$ cat src/rtl/own_dir_pkg.sv
package own_dir_pkg;
  typedef enum logic [2:0] {
    CMD_NONE, CMD_FILL_DIR, CMD_FWD, CMD_FILL_PEER, CMD_XFER, CMD_INV, CMD_GRANT
  } cmd_e;

  typedef enum logic [3:0] {
    ST_IDLE, ST_LOOK, ST_FILL_DIR, ST_FWD, ST_FILL_PEER,
    ST_REDIR, ST_XFER, ST_NOTIFY, ST_INV, ST_GRANT, ST_DONE
  } st_e;
endpackage

$ cat src/rtl/od_prio_pick.sv
module od_prio_pick #(
  parameter int unsigned N_REQ = 4
) (
  input  logic [N_REQ-1:0]         req_i,
  output logic                     any_o,
  output logic [$clog2(N_REQ)-1:0] id_o
);
  localparam int unsigned IDW = $clog2(N_REQ);

  always_comb begin
    id_o = '0;
    for (int i = N_REQ - 1; i >= 0; i--) begin
      if (req_i[i]) id_o = IDW'(i);
    end
  end
  assign any_o = |req_i;
endmodule

$ cat src/rtl/od_cache_ctrl.sv
module od_cache_ctrl
  import own_dir_pkg::*;
#(
  parameter int unsigned N_CACHES = 4,
  parameter int unsigned N_BLOCKS = 4,
  parameter int unsigned CACHE_ID = 0
) (
  input  logic                        clk_i,
  input  logic                        rst_ni,
  input  cmd_e                        cmd_i,
  input  logic [$clog2(N_BLOCKS)-1:0] cmd_blk_i,
  input  logic [$clog2(N_CACHES)-1:0] cmd_req_i,
  input  logic [$clog2(N_CACHES)-1:0] cmd_own_i,
  input  logic [N_CACHES-1:0]         cmd_vec_i,
  output logic [N_BLOCKS-1:0]         v_o,
  output logic [N_BLOCKS-1:0]         we_o,
  output logic [N_BLOCKS-1:0]         own_o,
  output logic [N_BLOCKS*N_CACHES-1:0] pres_o
);
  localparam int unsigned IDW = $clog2(N_CACHES);
  localparam int unsigned BW  = $clog2(N_BLOCKS);
  localparam logic [IDW-1:0] MY_ID = IDW'(CACHE_ID);
  localparam logic [N_CACHES-1:0] MY_BIT = N_CACHES'(1) << CACHE_ID;

  logic is_req, is_own;
  logic [N_CACHES-1:0] req_bit;
  assign is_req  = (cmd_req_i == MY_ID);
  assign is_own  = (cmd_own_i == MY_ID);
  assign req_bit = N_CACHES'(1) << cmd_req_i;

  for (genvar b = 0; b < N_BLOCKS; b++) begin : g_line
    logic v_q, we_q, own_q;
    logic [N_CACHES-1:0] pres_q;

    always_ff @(posedge clk_i or negedge rst_ni) begin
      if (!rst_ni) begin
        v_q <= 1'b0; we_q <= 1'b0; own_q <= 1'b0; pres_q <= '0;
      end else if (cmd_blk_i == BW'(b)) begin
        unique case (cmd_i)
          CMD_FILL_DIR: if (is_req) begin
            v_q <= 1'b1; we_q <= 1'b0; own_q <= 1'b1; pres_q <= MY_BIT;
          end
          CMD_FWD: if (is_own) begin
            we_q <= 1'b0; pres_q <= pres_q | req_bit;
          end
          CMD_FILL_PEER: if (is_req) begin
            v_q <= 1'b1; we_q <= 1'b0; own_q <= 1'b0;
          end
          CMD_XFER: begin
            // old owner hands off in the same cycle the requester takes over
            if (is_req) begin
              own_q <= 1'b1; pres_q <= cmd_vec_i;
            end else if (is_own) begin
              own_q <= 1'b0; pres_q <= '0;
            end
          end
          CMD_INV: if (cmd_vec_i[CACHE_ID]) begin
            v_q <= 1'b0; we_q <= 1'b0; own_q <= 1'b0; pres_q <= '0;
          end
          CMD_GRANT: if (is_req) begin
            we_q <= 1'b1; pres_q <= MY_BIT;
          end
          default: ;
        endcase
      end
    end

    assign v_o[b]   = v_q;
    assign we_o[b]  = we_q;
    assign own_o[b] = own_q;
    assign pres_o[b*N_CACHES +: N_CACHES] = pres_q;
  end
endmodule

$ cat src/rtl/od_dir_ctrl.sv
module od_dir_ctrl
  import own_dir_pkg::*;
#(
  parameter int unsigned N_CACHES = 4,
  parameter int unsigned N_BLOCKS = 4
) (
  input  logic                          clk_i,
  input  logic                          rst_ni,
  input  logic                          pick_any_i,
  input  logic [$clog2(N_CACHES)-1:0]   pick_id_i,
  input  logic [$clog2(N_BLOCKS)-1:0]   pick_blk_i,
  input  logic                          pick_wr_i,
  input  logic                          rq_v_i,
  input  logic                          rq_we_i,
  input  logic                          rq_own_i,
  input  logic [N_CACHES-1:0]           rq_pres_i,
  input  logic [N_CACHES-1:0]           ow_pres_i,
  output cmd_e                          cmd_o,
  output logic [$clog2(N_BLOCKS)-1:0]   cmd_blk_o,
  output logic [$clog2(N_CACHES)-1:0]   cmd_req_o,
  output logic [$clog2(N_CACHES)-1:0]   cmd_own_o,
  output logic [N_CACHES-1:0]           cmd_vec_o,
  output logic [N_CACHES-1:0]           done_o,
  output logic [N_BLOCKS-1:0]           owned_o,
  output logic [N_BLOCKS*$clog2(N_CACHES)-1:0] owner_o
);
  localparam int unsigned IDW = $clog2(N_CACHES);
  localparam int unsigned BW  = $clog2(N_BLOCKS);

  st_e st_q;
  logic [IDW-1:0] req_q;
  logic [BW-1:0]  blk_q;
  logic           wr_q;
  logic [N_CACHES-1:0] vec_q;
  logic [N_BLOCKS-1:0] owned_q;
  logic [IDW-1:0] owner_q [N_BLOCKS];
  logic [N_CACHES-1:0] req_bit;

  assign req_bit = N_CACHES'(1) << req_q;

  always_ff @(posedge clk_i or negedge rst_ni) begin
    if (!rst_ni) begin
      st_q <= ST_IDLE; req_q <= '0; blk_q <= '0; wr_q <= 1'b0; vec_q <= '0;
      owned_q <= '0;
      for (int b = 0; b < N_BLOCKS; b++) owner_q[b] <= '0;
    end else begin
      unique case (st_q)
        ST_IDLE: if (pick_any_i) begin
          req_q <= pick_id_i; blk_q <= pick_blk_i; wr_q <= pick_wr_i;
          st_q  <= ST_LOOK;
        end
        ST_LOOK: begin
          if (!rq_v_i)            st_q <= owned_q[blk_q] ? ST_FWD : ST_FILL_DIR;
          else if (!wr_q || rq_we_i) st_q <= ST_DONE;
          else if (rq_own_i) begin
            vec_q <= rq_pres_i & ~req_bit;
            st_q  <= ST_INV;
          end else                st_q <= ST_REDIR;
        end
        ST_FILL_DIR: begin
          owned_q[blk_q] <= 1'b1;
          owner_q[blk_q] <= req_q;
          st_q <= ST_LOOK;
        end
        ST_FWD:       st_q <= ST_FILL_PEER;
        ST_FILL_PEER: st_q <= ST_LOOK;
        ST_REDIR: begin
          vec_q <= ow_pres_i;
          st_q  <= ST_XFER;
        end
        ST_XFER:      st_q <= ST_NOTIFY;
        ST_NOTIFY: begin
          // owner field moves only on the new owner's notification
          owner_q[blk_q] <= req_q;
          st_q <= ST_LOOK;
        end
        ST_INV:   st_q <= ST_GRANT;
        ST_GRANT: st_q <= ST_DONE;
        ST_DONE:  st_q <= ST_IDLE;
        default:  st_q <= ST_IDLE;
      endcase
    end
  end

  always_comb begin
    unique case (st_q)
      ST_FILL_DIR:  cmd_o = CMD_FILL_DIR;
      ST_FWD:       cmd_o = CMD_FWD;
      ST_FILL_PEER: cmd_o = CMD_FILL_PEER;
      ST_XFER:      cmd_o = CMD_XFER;
      ST_INV:       cmd_o = CMD_INV;
      ST_GRANT:     cmd_o = CMD_GRANT;
      default:      cmd_o = CMD_NONE;
    endcase
  end

  assign cmd_blk_o = blk_q;
  assign cmd_req_o = req_q;
  assign cmd_own_o = owner_q[blk_q];
  assign cmd_vec_o = vec_q;
  assign done_o    = (st_q == ST_DONE) ? req_bit : '0;
  assign owned_o   = owned_q;
  for (genvar b = 0; b < N_BLOCKS; b++) begin : g_own
    assign owner_o[b*IDW +: IDW] = owner_q[b];
  end
endmodule

$ cat src/rtl/own_dir_coherence.sv
module own_dir_coherence
  import own_dir_pkg::*;
#(
  parameter int unsigned N_CACHES = 4,
  parameter int unsigned N_BLOCKS = 4
) (
  input  logic                                   clk_i,
  input  logic                                   rst_ni,
  input  logic [N_CACHES-1:0]                    req_i,
  input  logic [N_CACHES-1:0]                    req_wr_i,
  input  logic [N_CACHES*$clog2(N_BLOCKS)-1:0]   req_blk_i,
  output logic [N_CACHES-1:0]                    done_o,
  output logic [N_CACHES*N_BLOCKS-1:0]           line_v_o,
  output logic [N_CACHES*N_BLOCKS-1:0]           line_we_o,
  output logic [N_CACHES*N_BLOCKS-1:0]           line_own_o,
  output logic [N_CACHES*N_BLOCKS*N_CACHES-1:0]  line_pres_o,
  output logic [N_BLOCKS-1:0]                    dir_owned_o,
  output logic [N_BLOCKS*$clog2(N_CACHES)-1:0]   dir_owner_o
);
  localparam int unsigned IDW = $clog2(N_CACHES);
  localparam int unsigned BW  = $clog2(N_BLOCKS);
  localparam int unsigned PW  = N_BLOCKS * N_CACHES;

  logic           pick_any;
  logic [IDW-1:0] pick_id;
  cmd_e           cmd;
  logic [BW-1:0]  cmd_blk;
  logic [IDW-1:0] cmd_req, cmd_own;
  logic [N_CACHES-1:0] cmd_vec;

  logic [N_BLOCKS-1:0] c_v   [N_CACHES];
  logic [N_BLOCKS-1:0] c_we  [N_CACHES];
  logic [N_BLOCKS-1:0] c_own [N_CACHES];
  logic [PW-1:0]       c_pres[N_CACHES];

  od_prio_pick #(.N_REQ(N_CACHES)) u_pick (
    .req_i(req_i), .any_o(pick_any), .id_o(pick_id)
  );

  od_dir_ctrl #(.N_CACHES(N_CACHES), .N_BLOCKS(N_BLOCKS)) u_dir (
    .clk_i(clk_i), .rst_ni(rst_ni),
    .pick_any_i(pick_any), .pick_id_i(pick_id),
    .pick_blk_i(req_blk_i[pick_id*BW +: BW]), .pick_wr_i(req_wr_i[pick_id]),
    .rq_v_i(c_v[cmd_req][cmd_blk]), .rq_we_i(c_we[cmd_req][cmd_blk]),
    .rq_own_i(c_own[cmd_req][cmd_blk]),
    .rq_pres_i(c_pres[cmd_req][cmd_blk*N_CACHES +: N_CACHES]),
    .ow_pres_i(c_pres[cmd_own][cmd_blk*N_CACHES +: N_CACHES]),
    .cmd_o(cmd), .cmd_blk_o(cmd_blk), .cmd_req_o(cmd_req), .cmd_own_o(cmd_own),
    .cmd_vec_o(cmd_vec), .done_o(done_o),
    .owned_o(dir_owned_o), .owner_o(dir_owner_o)
  );

  for (genvar c = 0; c < N_CACHES; c++) begin : g_cache
    od_cache_ctrl #(.N_CACHES(N_CACHES), .N_BLOCKS(N_BLOCKS), .CACHE_ID(c)) u_line (
      .clk_i(clk_i), .rst_ni(rst_ni),
      .cmd_i(cmd), .cmd_blk_i(cmd_blk), .cmd_req_i(cmd_req), .cmd_own_i(cmd_own),
      .cmd_vec_i(cmd_vec),
      .v_o(c_v[c]), .we_o(c_we[c]), .own_o(c_own[c]), .pres_o(c_pres[c])
    );
    assign line_v_o  [c*N_BLOCKS +: N_BLOCKS] = c_v[c];
    assign line_we_o [c*N_BLOCKS +: N_BLOCKS] = c_we[c];
    assign line_own_o[c*N_BLOCKS +: N_BLOCKS] = c_own[c];
    assign line_pres_o[c*PW +: PW]            = c_pres[c];
  end
endmodule

$ cat config.mk
export PLATFORM = sky130hd
export DESIGN_NAME = own_dir_coherence
export DESIGN_NICKNAME = d
export VERILOG_FILES = /design/src/rtl/own_dir_pkg.sv /design/src/rtl/od_prio_pick.sv /design/src/rtl/od_cache_ctrl.sv /design/src/rtl/od_dir_ctrl.sv /design/src/rtl/own_dir_coherence.sv
export SDC_FILE = /design/constraint.sdc
export NUM_CORES = 1
export LEC_CHECK = 0
export CAP_MARGIN = 20
export CORE_UTILIZATION = 33
export CTS_CLUSTER_DIAMETER = 60
export DETAILED_ROUTE_END_ITERATION = 10
export GPL_TIMING_DRIVEN = 0
export HOLD_SLACK_MARGIN = 0.03
export SETUP_SLACK_MARGIN = 0.5
export SYNTH_ARGS = -nofsm -noshare
export SYNTH_HDL_FRONTEND = slang
export SYNTH_SLANG_ARGS = --single-unit
$ cat constraint.sdc
create_clock -name clk_i -period 7.4 [get_ports clk_i]
set_clock_uncertainty 0.2 [all_clocks]
set_input_delay 0.74 -clock clk_i [delete_from_list [all_inputs] [get_ports clk_i]]
set_output_delay 0.74 -clock clk_i [all_outputs]
set_load 0.1 [all_outputs]
==> results.yml, run 1 <==
layout:
  seqCellArea_sq_mm: 0.003428
  final_common_cell: "clkdlybuf4s50_1"
  nets: 1033
  n_antenna_cell: 0
  layout-drive-gt1-share: 0.1712
  multi_input_area_sq_mm: 0.004358
  final_cell_mix: "clkdlybuf4s50_1, dfrtp_1, nand2_1"
  final_cell_count_no_fill: 1358
  area_growth_pct: 29.91
  nFillCells: 2508
global_routing:
  grt_overflow: 0
  grt_antenna_before_repair: 0
  grt_use_total: 0.2533
  grt_max_degree: 75
  grt_pass1_wl_microns: 48650
  grt_pass1_vias: 7627
yosys:
  syn_avg_cell_area_sq_um: 9.893
  syn_nets: 867
  synth_seq_cells: 137
  ys.flop_type: "dfrtp_1"
  synth_top_area_frac: 0.4082
  netlist_area_sq_mm: 0.008399
  synth_edf_count: 0
  async_flop_share: 1.000
  ys_seq_area_frac: 0.4082
  syn_inst: 849
  yosys-top-cells-area: "dfrtp_1, mux4_2, mux2_2, buf_4, a21oi_1"
  synth_top_cell_by_area: "dfrtp_1"
  synth_cell_type_count: 56
  yosys_warnings: 0
placed_design:
  port_buffers: 145
  place.gp.congestion: 0.9537
  dpl.hpwl_microns: 24540
  placed_cells: 1326
clocking:
  cts_resized: 0
  root_buffer: "clkbuf_16"
  tritoncts: "yes"
  clk_pin_slew_worst_paths_ns: 0.06
  clock_path_buffers: 2
  cts_buffers: 17
  cts-hold-fix-buffers: 0
  post_cts_buffers: 0
  insertion_delay_ns: 0.43
  cts_sinks: 137
  h-tree-depth: 4
die:
  ioPinCount: 146
  dieHeight_microns: 161.5
  rows: 58
  core_area_sq_mm: 0.02511
  fp.dieArea_sq_mm: 0.02610
  fp.dieW_microns: 161.5
  start_util: 0.3345
route:
  drtPass1Iterations: 6
  wl_per_cell_microns: 24.11
  drt-initial-drc-count: 942
  via_per_inst: 5.847
  drc: 0
  vias: 7940
  drt-total-wl_microns: 32740
  drtAntennaViolNets: 0
worst_setup_path:
  reg2reg_from: "u_dir.owner_o[4]"
  reg2reg_depth: 7
  r2r_setup_slack_ns: 3.66
  cp.arrival_ns: 3.80
  end_kind: "output pin"
  path_class: "reg -> out"
  start_kind: "register"
  r2r-end: "u_dir.cmd_vec_o[2]"
  crit_required_ns: 6.46
  path_max_fanout: 10
sta:
  setup_viol: 0
  period_share: 0.6401
  rsz0062_at_grt: "false"
  clock.fmax_mhz: 211.1
  max_slew_margin: 0.2143
  finalHoldViolations: 0
  whs_ns: 0.09604
  tightest_slew_ns: 1.164
  min_period_ns: 4.737
  slew_violations: 0
outcome:
  status: "completed"
worst_hold_path:
  worst_hold_path_type: "in -> async"
flow_run:
  drv_cap: 0
## critical path, stage by stage (launching register included)
cell and delay, ns:
dfrtp_1 0.39, clkbuf_1 0.45, buf_1 0.43, buf_1 0.40
nand3_1 0.26, nor2_1 0.26, clkdlybuf4s50_1 1.18
## metal layers
layer,vias up,global-route usage,share of wire
met3,64,0.05598,0.086
met5,-,0,0
met1,4012,0.3546,0.43
met4,0,0.08533,0.030
met2,420,0.3858,0.45
li1,3444,-,-
## layout make-up
cell class | instances | area share
repair buffers | 147 | 0.1363
flip-flops and latches | 137 | 0.3142
plain buffers | 102 | 0.05343
clock inverters | 14 | 0.01582
multi-input cells | 602 | 0.3994
well taps | 330 | 0.03784
inverters | 8 | 0.002752
clock buffers | 18 | 0.04025
## through the flow
step,setup slack (ns),area [sq um],TNS (ns),utilization
finish,2.663,10910,0,0.4346
detailed placement,3.230,10300,0,0.4102
global placement,-0.1698,10260,-21.32,0.4088
floorplan,3.773,8399,0,-
CTS,2.771,10910,0,0.4346
global route,2.574,10910,0,0.4346
## worst max-delay path by stage
stage             startpoint                to  slack, ns  cells after the start
6_report       u_dir.st_q[1]         done_o[3]       2.66                      6
5_1_grt        u_dir.st_q[1]         done_o[3]       2.57                      6
4_1_cts        u_dir.st_q[1]         done_o[3]       2.77                      6
3_5_place_dp   u_dir.st_q[1]         done_o[3]       3.23                      6
3_3_place_gp          rst_ni  u_dir.owned_o[2]      -0.17                      1
2_1_floorplan  u_dir.st_q[1]         done_o[0]       3.77                      5
## registers in the layout (all words and copies together), names as in the netlist, 4 cells and up
name and flops:
g_cache.u_line.g_line.own_q 16, u_dir.st_q 4, g_cache.u_line.g_line.we_q 16, u_dir.cmd_vec_o 4, g_cache.u_line.g_line.v_q 16, u_dir.owner_o 8, g_cache.u_line.g_line.pres_q 64, u_dir.owned_o 4
## Yosys cell counts (all sizes together) (7+ instances only)
cell type,number
nor2b,24
a21oi,69
dfrtp,137
mux2,44
o21ai,60
a211oi,26
nand2,89
o2bb2ai,24
inv,8
nand3,12
mux2i,22
clkbuf,31
a31oi,7
buf,71
nor3,17
a22o,20
mux4,37
nand2b,8
nor2,64
## cell families after synthesis
logic type / Yosys count / share of synthesized area
AO/OA/AOI/OAI: 250 / 0.1947
XOR/XNOR: 2 / 0.002086
adder cells (fa/ha/maj): 1 / 0.001192
buffers and inverters: 110 / 0.07299
flip-flops: 137 / 0.4082
multiplexers: 103 / 0.1844
AND/OR/NAND/NOR: 246 / 0.1365
Power of run 1 is not shown: default switching activity piles up to over one toggle a cycle in this logic, so the estimate is an artifact.
==> run 2, diff against run 1 <==
==> constraint.sdc (replaced) <==
create_clock -name clk_i -period 4.85 [get_ports clk_i]
set_clock_uncertainty 0.2 [all_clocks]
set_input_delay 0.485 -clock clk_i [delete_from_list [all_inputs] [get_ports clk_i]]
set_output_delay 0.485 -clock clk_i [all_outputs]
set_load 0.1 [all_outputs]
==> results.yml, run 2 (synthesis results as in run 1) <==
worst_setup_path:
  worst_path_most_repeated_cell: "buf_1"
  crit_buf_inv: 4
  reg2reg_depth: 7
  crit_required_ns: 4.16
  path_max_fanout: 10
  r2r-end: "u_dir.cmd_vec_o[2]"
  end_kind: "output pin"
  path_class: "reg -> out"
  critical-path-max-stage-delay_ns: 0.89
  start_kind: "register"
  slowest_stage: "dlygate4sd2_1"
  cp_cell_sequence: "clkbuf_1 > buf_1 > buf_1 > nand3_1 > nor2_1 > dlygate4sd2_1"
  worstSetupStartpoint: "u_dir.st_q[1]"
  crit_end: "done_o[3]"
  r2r_setup_slack_ns: 1.11
  cp_num_cells: 6
  cp_top_family: "buffers and inverters"
  cp.arrival_ns: 3.45
  reg2reg_from: "u_dir.owner_o[4]"
layout:
  nFillCells: 2508
  area_growth_pct: 30.06
  n_antenna_cell: 0
  final_cell_mix: "clkdlybuf4s50_1, dfrtp_1, nand2_1"
  layout-drive-gt1-share: 0.1710
  largest_reg_flops: 64
  nets: 1034
  top_register: "g_cache.u_line.g_line.pres_q"
  final_common_cell: "clkdlybuf4s50_1"
route:
  wl_per_cell_microns: 24.05
  drtAntennaViolNets: 0
  drt-total-wl_microns: 32690
  drc: 0
  drtPass1Iterations: 6
  vias: 7952
  via_per_inst: 5.851
  drt-initial-drc-count: 1004
global_routing:
  grt_pass1_vias: 7627
  grt_use_total: 0.2533
  grt_max_degree: 75
  grt_overflow: 0
  grt_pass1_wl_microns: 48650
  grt_antenna_before_repair: 0
clocking:
  insertion_delay_ns: 0.43
  root_buffer: "clkbuf_16"
  cts_sinks: 137
  clock_path_buffers: 2
  cts_buffers: 17
  clk_pin_slew_worst_paths_ns: 0.06
  tritoncts: "yes"
  h-tree-depth: 4
sta:
  fin_ws_ns: 0.7195
  period_share: 0.8517
  slew_violations: 0
  finalHoldViolations: 0
  fin_tns_setup_ns: 0
  max_slew_margin: 0.2546
  min_period_ns: 4.131
  tightest_slew_ns: 1.104
  whs_ns: 0.2879
  clock.fmax_mhz: 242.1
  setup_viol: 0
  rsz0062_at_grt: "false"
die:
  dieHeight_microns: 161.5
  core_area_sq_mm: 0.02511
  ioPinCount: 146
  rows: 58
  fp.dieArea_sq_mm: 0.02610
  fp.dieW_microns: 161.5
  start_util: 0.3345
placed_design:
  place.gp.congestion: 0.9537
  dp_slack_ns: 0.9348
  port_buffers: 145
  dpl.hpwl_microns: 24540
worst_hold_path:
  worst_hold_path_type: "reg -> reg"
  hold_depth: 1
flow_run:
  drv_cap: 0
outcome:
  status: "completed"
==> run 2: changes by cell type in the layout (fill, tap and decap cells not counted), sizes merged <==
cell	previous run	this run
dlymetal6s2s	0	2
dlygate4sd3	0	1
dlygate4sd2	0	2
clkdlybuf4s50	144	140
==> run 2: per-layer routing <==
metal	wire (microns)	up-vias	track usage	part of all wire
met1	14020	3990	0.3546	0.43
met4	986	0	0.08533	0.030
li1	-	3457	-	-
met3	2908	60	0.05598	0.089
met2	14770	445	0.3858	0.45
met5	0	-	0	0
==> run 2: what timing repair did <==
| item | 4_1_cts | 5_1_grt |
|---|---|---|
| hold buffers | 1 | 0 |
| resized for setup | 2 | 2 |
| pin swaps | 0 | 0 |
| endpoints found under the hold margin | 63 | 0 |
| setup endpoints to repair | 2 | 2 |
| setup buffers | 0 | 0 |
==> run 2: metrics by stage <==
| step | util | std cells | cell area (sq um) |
|---|---|---|---|
| 5_1_grt | 0.4351 | 1359 | 10920 |
| 6_report | 0.4351 | 1359 | 10920 |
| 4_1_cts | 0.4349 | 1359 | 10920 |
| 3_3_place_gp | 0.4088 | 1324 | 10260 |
| 3_5_place_dp | 0.4102 | 1326 | 10300 |
| 2_1_floorplan | - | 849 | 8399 |
==> run 2: worst reg2reg max path: stages (launching register included) <==
cell and delay [ns]:
dfrtp_1 0.57, mux4_2 0.36, clkbuf_1 0.45, clkbuf_1 0.55, clkbuf_1 0.49, a211oi_1 0.17, nor4_1 0.68, o22ai_1 0.13
==> run 2: layout make-up <==
class / count / area [sq um] / share of cell area
clock buffers: 18 / 439.2 / 0.04020
inverters: 8 / 30.03 / 0.002749
plain buffers: 102 / 583.1 / 0.05337
clock inverters: 14 / 172.7 / 0.01581
flip-flops and latches: 137 / 3428 / 0.3138
multi-input cells: 602 / 4358 / 0.3989
repair buffers: 148 / 1500 / 0.1373
well taps: 330 / 412.9 / 0.03780
==> run 2: worst min-delay path by stage <==
stage,from,endpoint
global placement,u_dir.owned_o[0],u_dir.owned_o[0]
detailed placement,u_dir.owned_o[0],u_dir.owned_o[0]
floorplan,rst_ni,g_cache[0].u_line.g_line[0].own_q
global route,u_dir.owned_o[1],u_dir.owned_o[1]
finish,u_dir.owned_o[1],u_dir.owned_o[1]
CTS,u_dir.owned_o[0],u_dir.owned_o[0]
Power of run 2 is left out for the same reason.
==> run 3, diff against run 2 <==
--- a/config.mk
+++ b/config.mk
@@ -14,4 +14,5 @@
 export SETUP_SLACK_MARGIN = 0.5
 export SYNTH_ARGS = -nofsm -noshare
 export SYNTH_HDL_FRONTEND = slang
+export SYNTH_HIERARCHICAL = 1
 export SYNTH_SLANG_ARGS = --single-unit
==> constraint.sdc (replaced) <==
create_clock -name clk_i -period 3.53 [get_ports clk_i]
set_clock_uncertainty 0.2 [all_clocks]
set_input_delay 0.353 -clock clk_i [delete_from_list [all_inputs] [get_ports clk_i]]
set_output_delay 0.353 -clock clk_i [all_outputs]
set_load 0.1 [all_outputs]
==> results.yml, run 3 <==
clocking:
  root_buffer: "clkbuf_16"
  h-tree-depth: 4
  tritoncts: "yes"
  clock_path_buffers: 2
  insertion_delay_ns: 0.44
  cts_buffers: 17
  cts_sinks: 137
  clk_pin_slew_worst_paths_ns: 0.08
yosys:
  syn_inst: 943
  synth_top_cell_by_area: "dfrtp_1"
  synth_top_area_frac: 0.3663
  synth_edf_count: 0
  syn_nets: 961
  async_flop_share: 1.000
  yosys_warnings: 6
  synth_most_common_cell: "dfrtp_1"
  synthTopCellsByCount: "dfrtp_1, a21oi_1, nor2_1, o21ai_0, buf_4"
  yosys-top-cells-area: "dfrtp_1, mux4_1, a21oi_1, mux4_2, buf_4"
  syn_avg_cell_area_sq_um: 9.925
  synth_seq_cells: 137
  synth_cell_type_count: 80
  netlist_area_sq_mm: 0.009359
  ys.flop_type: "dfrtp_1"
  ys_seq_area_frac: 0.3663
sta:
  finalHoldViolations: 0
  min_period_ns: 2.989
  max_slew_margin: 0.3129
  clock.fmax_mhz: 334.6
  tightest_slew_ns: 1.027
  rsz0062_at_grt: "true"
  setup_viol: 0
  slew_violations: 0
  whs_ns: 0.2506
  period_share: 0.8467
  fin_ws_ns: 0.5410
layout:
  nFillCells: 2627
  top_register: "g_cache.u_line/g_line.pres_q"
  nets: 1145
  layout-drive-gt1-share: 0.2412
  final_util: 0.4393
  largest_reg_flops: 64
  n_antenna_cell: 0
  final_common_cell: "clkdlybuf4s50_1"
  final_cell_mix: "clkdlybuf4s50_1, dfrtp_1, a21oi_1"
  area_growth_pct: 30.77
route:
  via_per_inst: 5.760
  drt-initial-drc-count: 1057
  drtPass1Iterations: 5
  drtAntennaViolNets: 0
  drc: 0
  wl_per_cell_microns: 22.59
  drt-total-wl_microns: 34290
  vias: 8744
global_routing:
  grt_max_degree: 91
  grt_use_total: 0.2367
  grt_pass1_wl_microns: 50330
  grt_antenna_before_repair: 0
  grt_pass1_vias: 8127
  grt_overflow: 0
worst_setup_path:
  start_kind: "register"
  worst_path_most_repeated_cell: "buf_4"
  crit_required_ns: 3.64
  cp.arrival_ns: 3.10
  slowest_stage: "dfrtp_1"
  cp_cell_sequence: "buf_4 > nand2b_1 > o21ai_2 > buf_6 > buf_4 > inv_1 > a22o_1 > a22oi_2 > nor3_2 > mux2_4"
  critical-path-max-stage-delay_ns: 0.44
  end_kind: "register"
  path_max_fanout: 12
  crit_buf_inv: 4
  cp_top_family: "compound AO/OA/AOI/OAI gates"
  r2r_setup_slack_ns: 0.54
  path_class: "reg -> reg"
placed_design:
  place.gp.congestion: 0.9366
  port_buffers: 145
  dpl.hpwl_microns: 25220
  dp_slack_ns: -0.5116
die:
  fp.dieArea_sq_mm: 0.02904
  core_area_sq_mm: 0.02786
  dieHeight_microns: 170.4
  ioPinCount: 146
  rows: 61
  fp.dieW_microns: 170.4
  start_util: 0.3360
worst_hold_path:
  worst_hold_path_type: "in -> async"
flow_run:
  drv_cap: 0
outcome:
  status: "completed"
run 3: logic make-up after synthesis:
group           share of synthesized area
compound gates                     0.2214
simple gates                       0.1443
flops                              0.3663
buf+inv                           0.08583
mux                                0.1785
xor+xnor                         0.003743
run 3: worst paths after layout:
path                                                    from                               endpoint  cells past startpoint
min in group clk_i         g_cache[1].u_line/g_line[0].own_q      g_cache[1].u_line/g_line[0].own_q                      1
hold reg to reg            g_cache[1].u_line/g_line[0].own_q      g_cache[1].u_line/g_line[0].own_q                      1
hold / removal                                        rst_ni  g_cache[2].u_line/g_line[1].pres_q[3]                      2
max in group asynchronous                             rst_ni                     u_dir/cmd_req_o[1]                      3
setup reg to reg                               u_dir/st_q[0]       g_cache[1].u_line/g_line[0].we_q                     10
setup / recovery                               u_dir/st_q[0]       g_cache[1].u_line/g_line[0].we_q                     10
run 3: timing repair:
| item | in CTS | in global routing |
|---|---|---|
| gates resized for setup | 31 | 51 |
| hold buffers | 1 | 0 |
| pin swaps | 1 | 5 |
| endpoints found under the hold margin | 47 | 0 |
| buffers inserted | 8 | 7 |
| setup endpoints to repair | 120 | 114 |
run 3: metal layers:
metal | global-route usage | vias up | routed length [microns]
met4 | 0.06972 | 0 | 718
li1 | - | 3903 | -
met2 | 0.3380 | 489 | 14330
met3 | 0.05395 | 45 | 3279
met1 | 0.3519 | 4307 | 15970
met5 | 0 | - | 0
run 3: layout make-up:
cell class / instances / area (sq um) / share of cell area
sequential: 137 / 3455 / 0.2823
tap: 378 / 473.0 / 0.03864
timing repair buffer: 165 / 1655 / 0.1352
multi-input combinational: 679 / 5226 / 0.4270
buffer: 99 / 743.2 / 0.06072
clock buffer: 17 / 425.4 / 0.03476
clock inverter: 15 / 156.4 / 0.01278
inverter: 28 / 105.1 / 0.008587
run 3: stage by stage:
stage	instances	TNS [ns]	instance area (sq um)
floorplan	943	-0.2889	9373
finish	1518	0	12240
CTS	1511	0	12100
global route	1518	0	12240
global placement	1466	-609.43	11300
detailed placement	1470	-1.628	11370
run 3: worst register-to-register path, delay by kind of cell (launching register included):
family / cells / cell delay [ns]
and+or+nand+nor: 2 / 0.30
buffers and inverters: 4 / 0.73
AOI/OAI and AO/OA: 3 / 0.89
muxes: 1 / 0.31
DFF: 1 / 0.44
Power of run 3 is left out for the same reason.
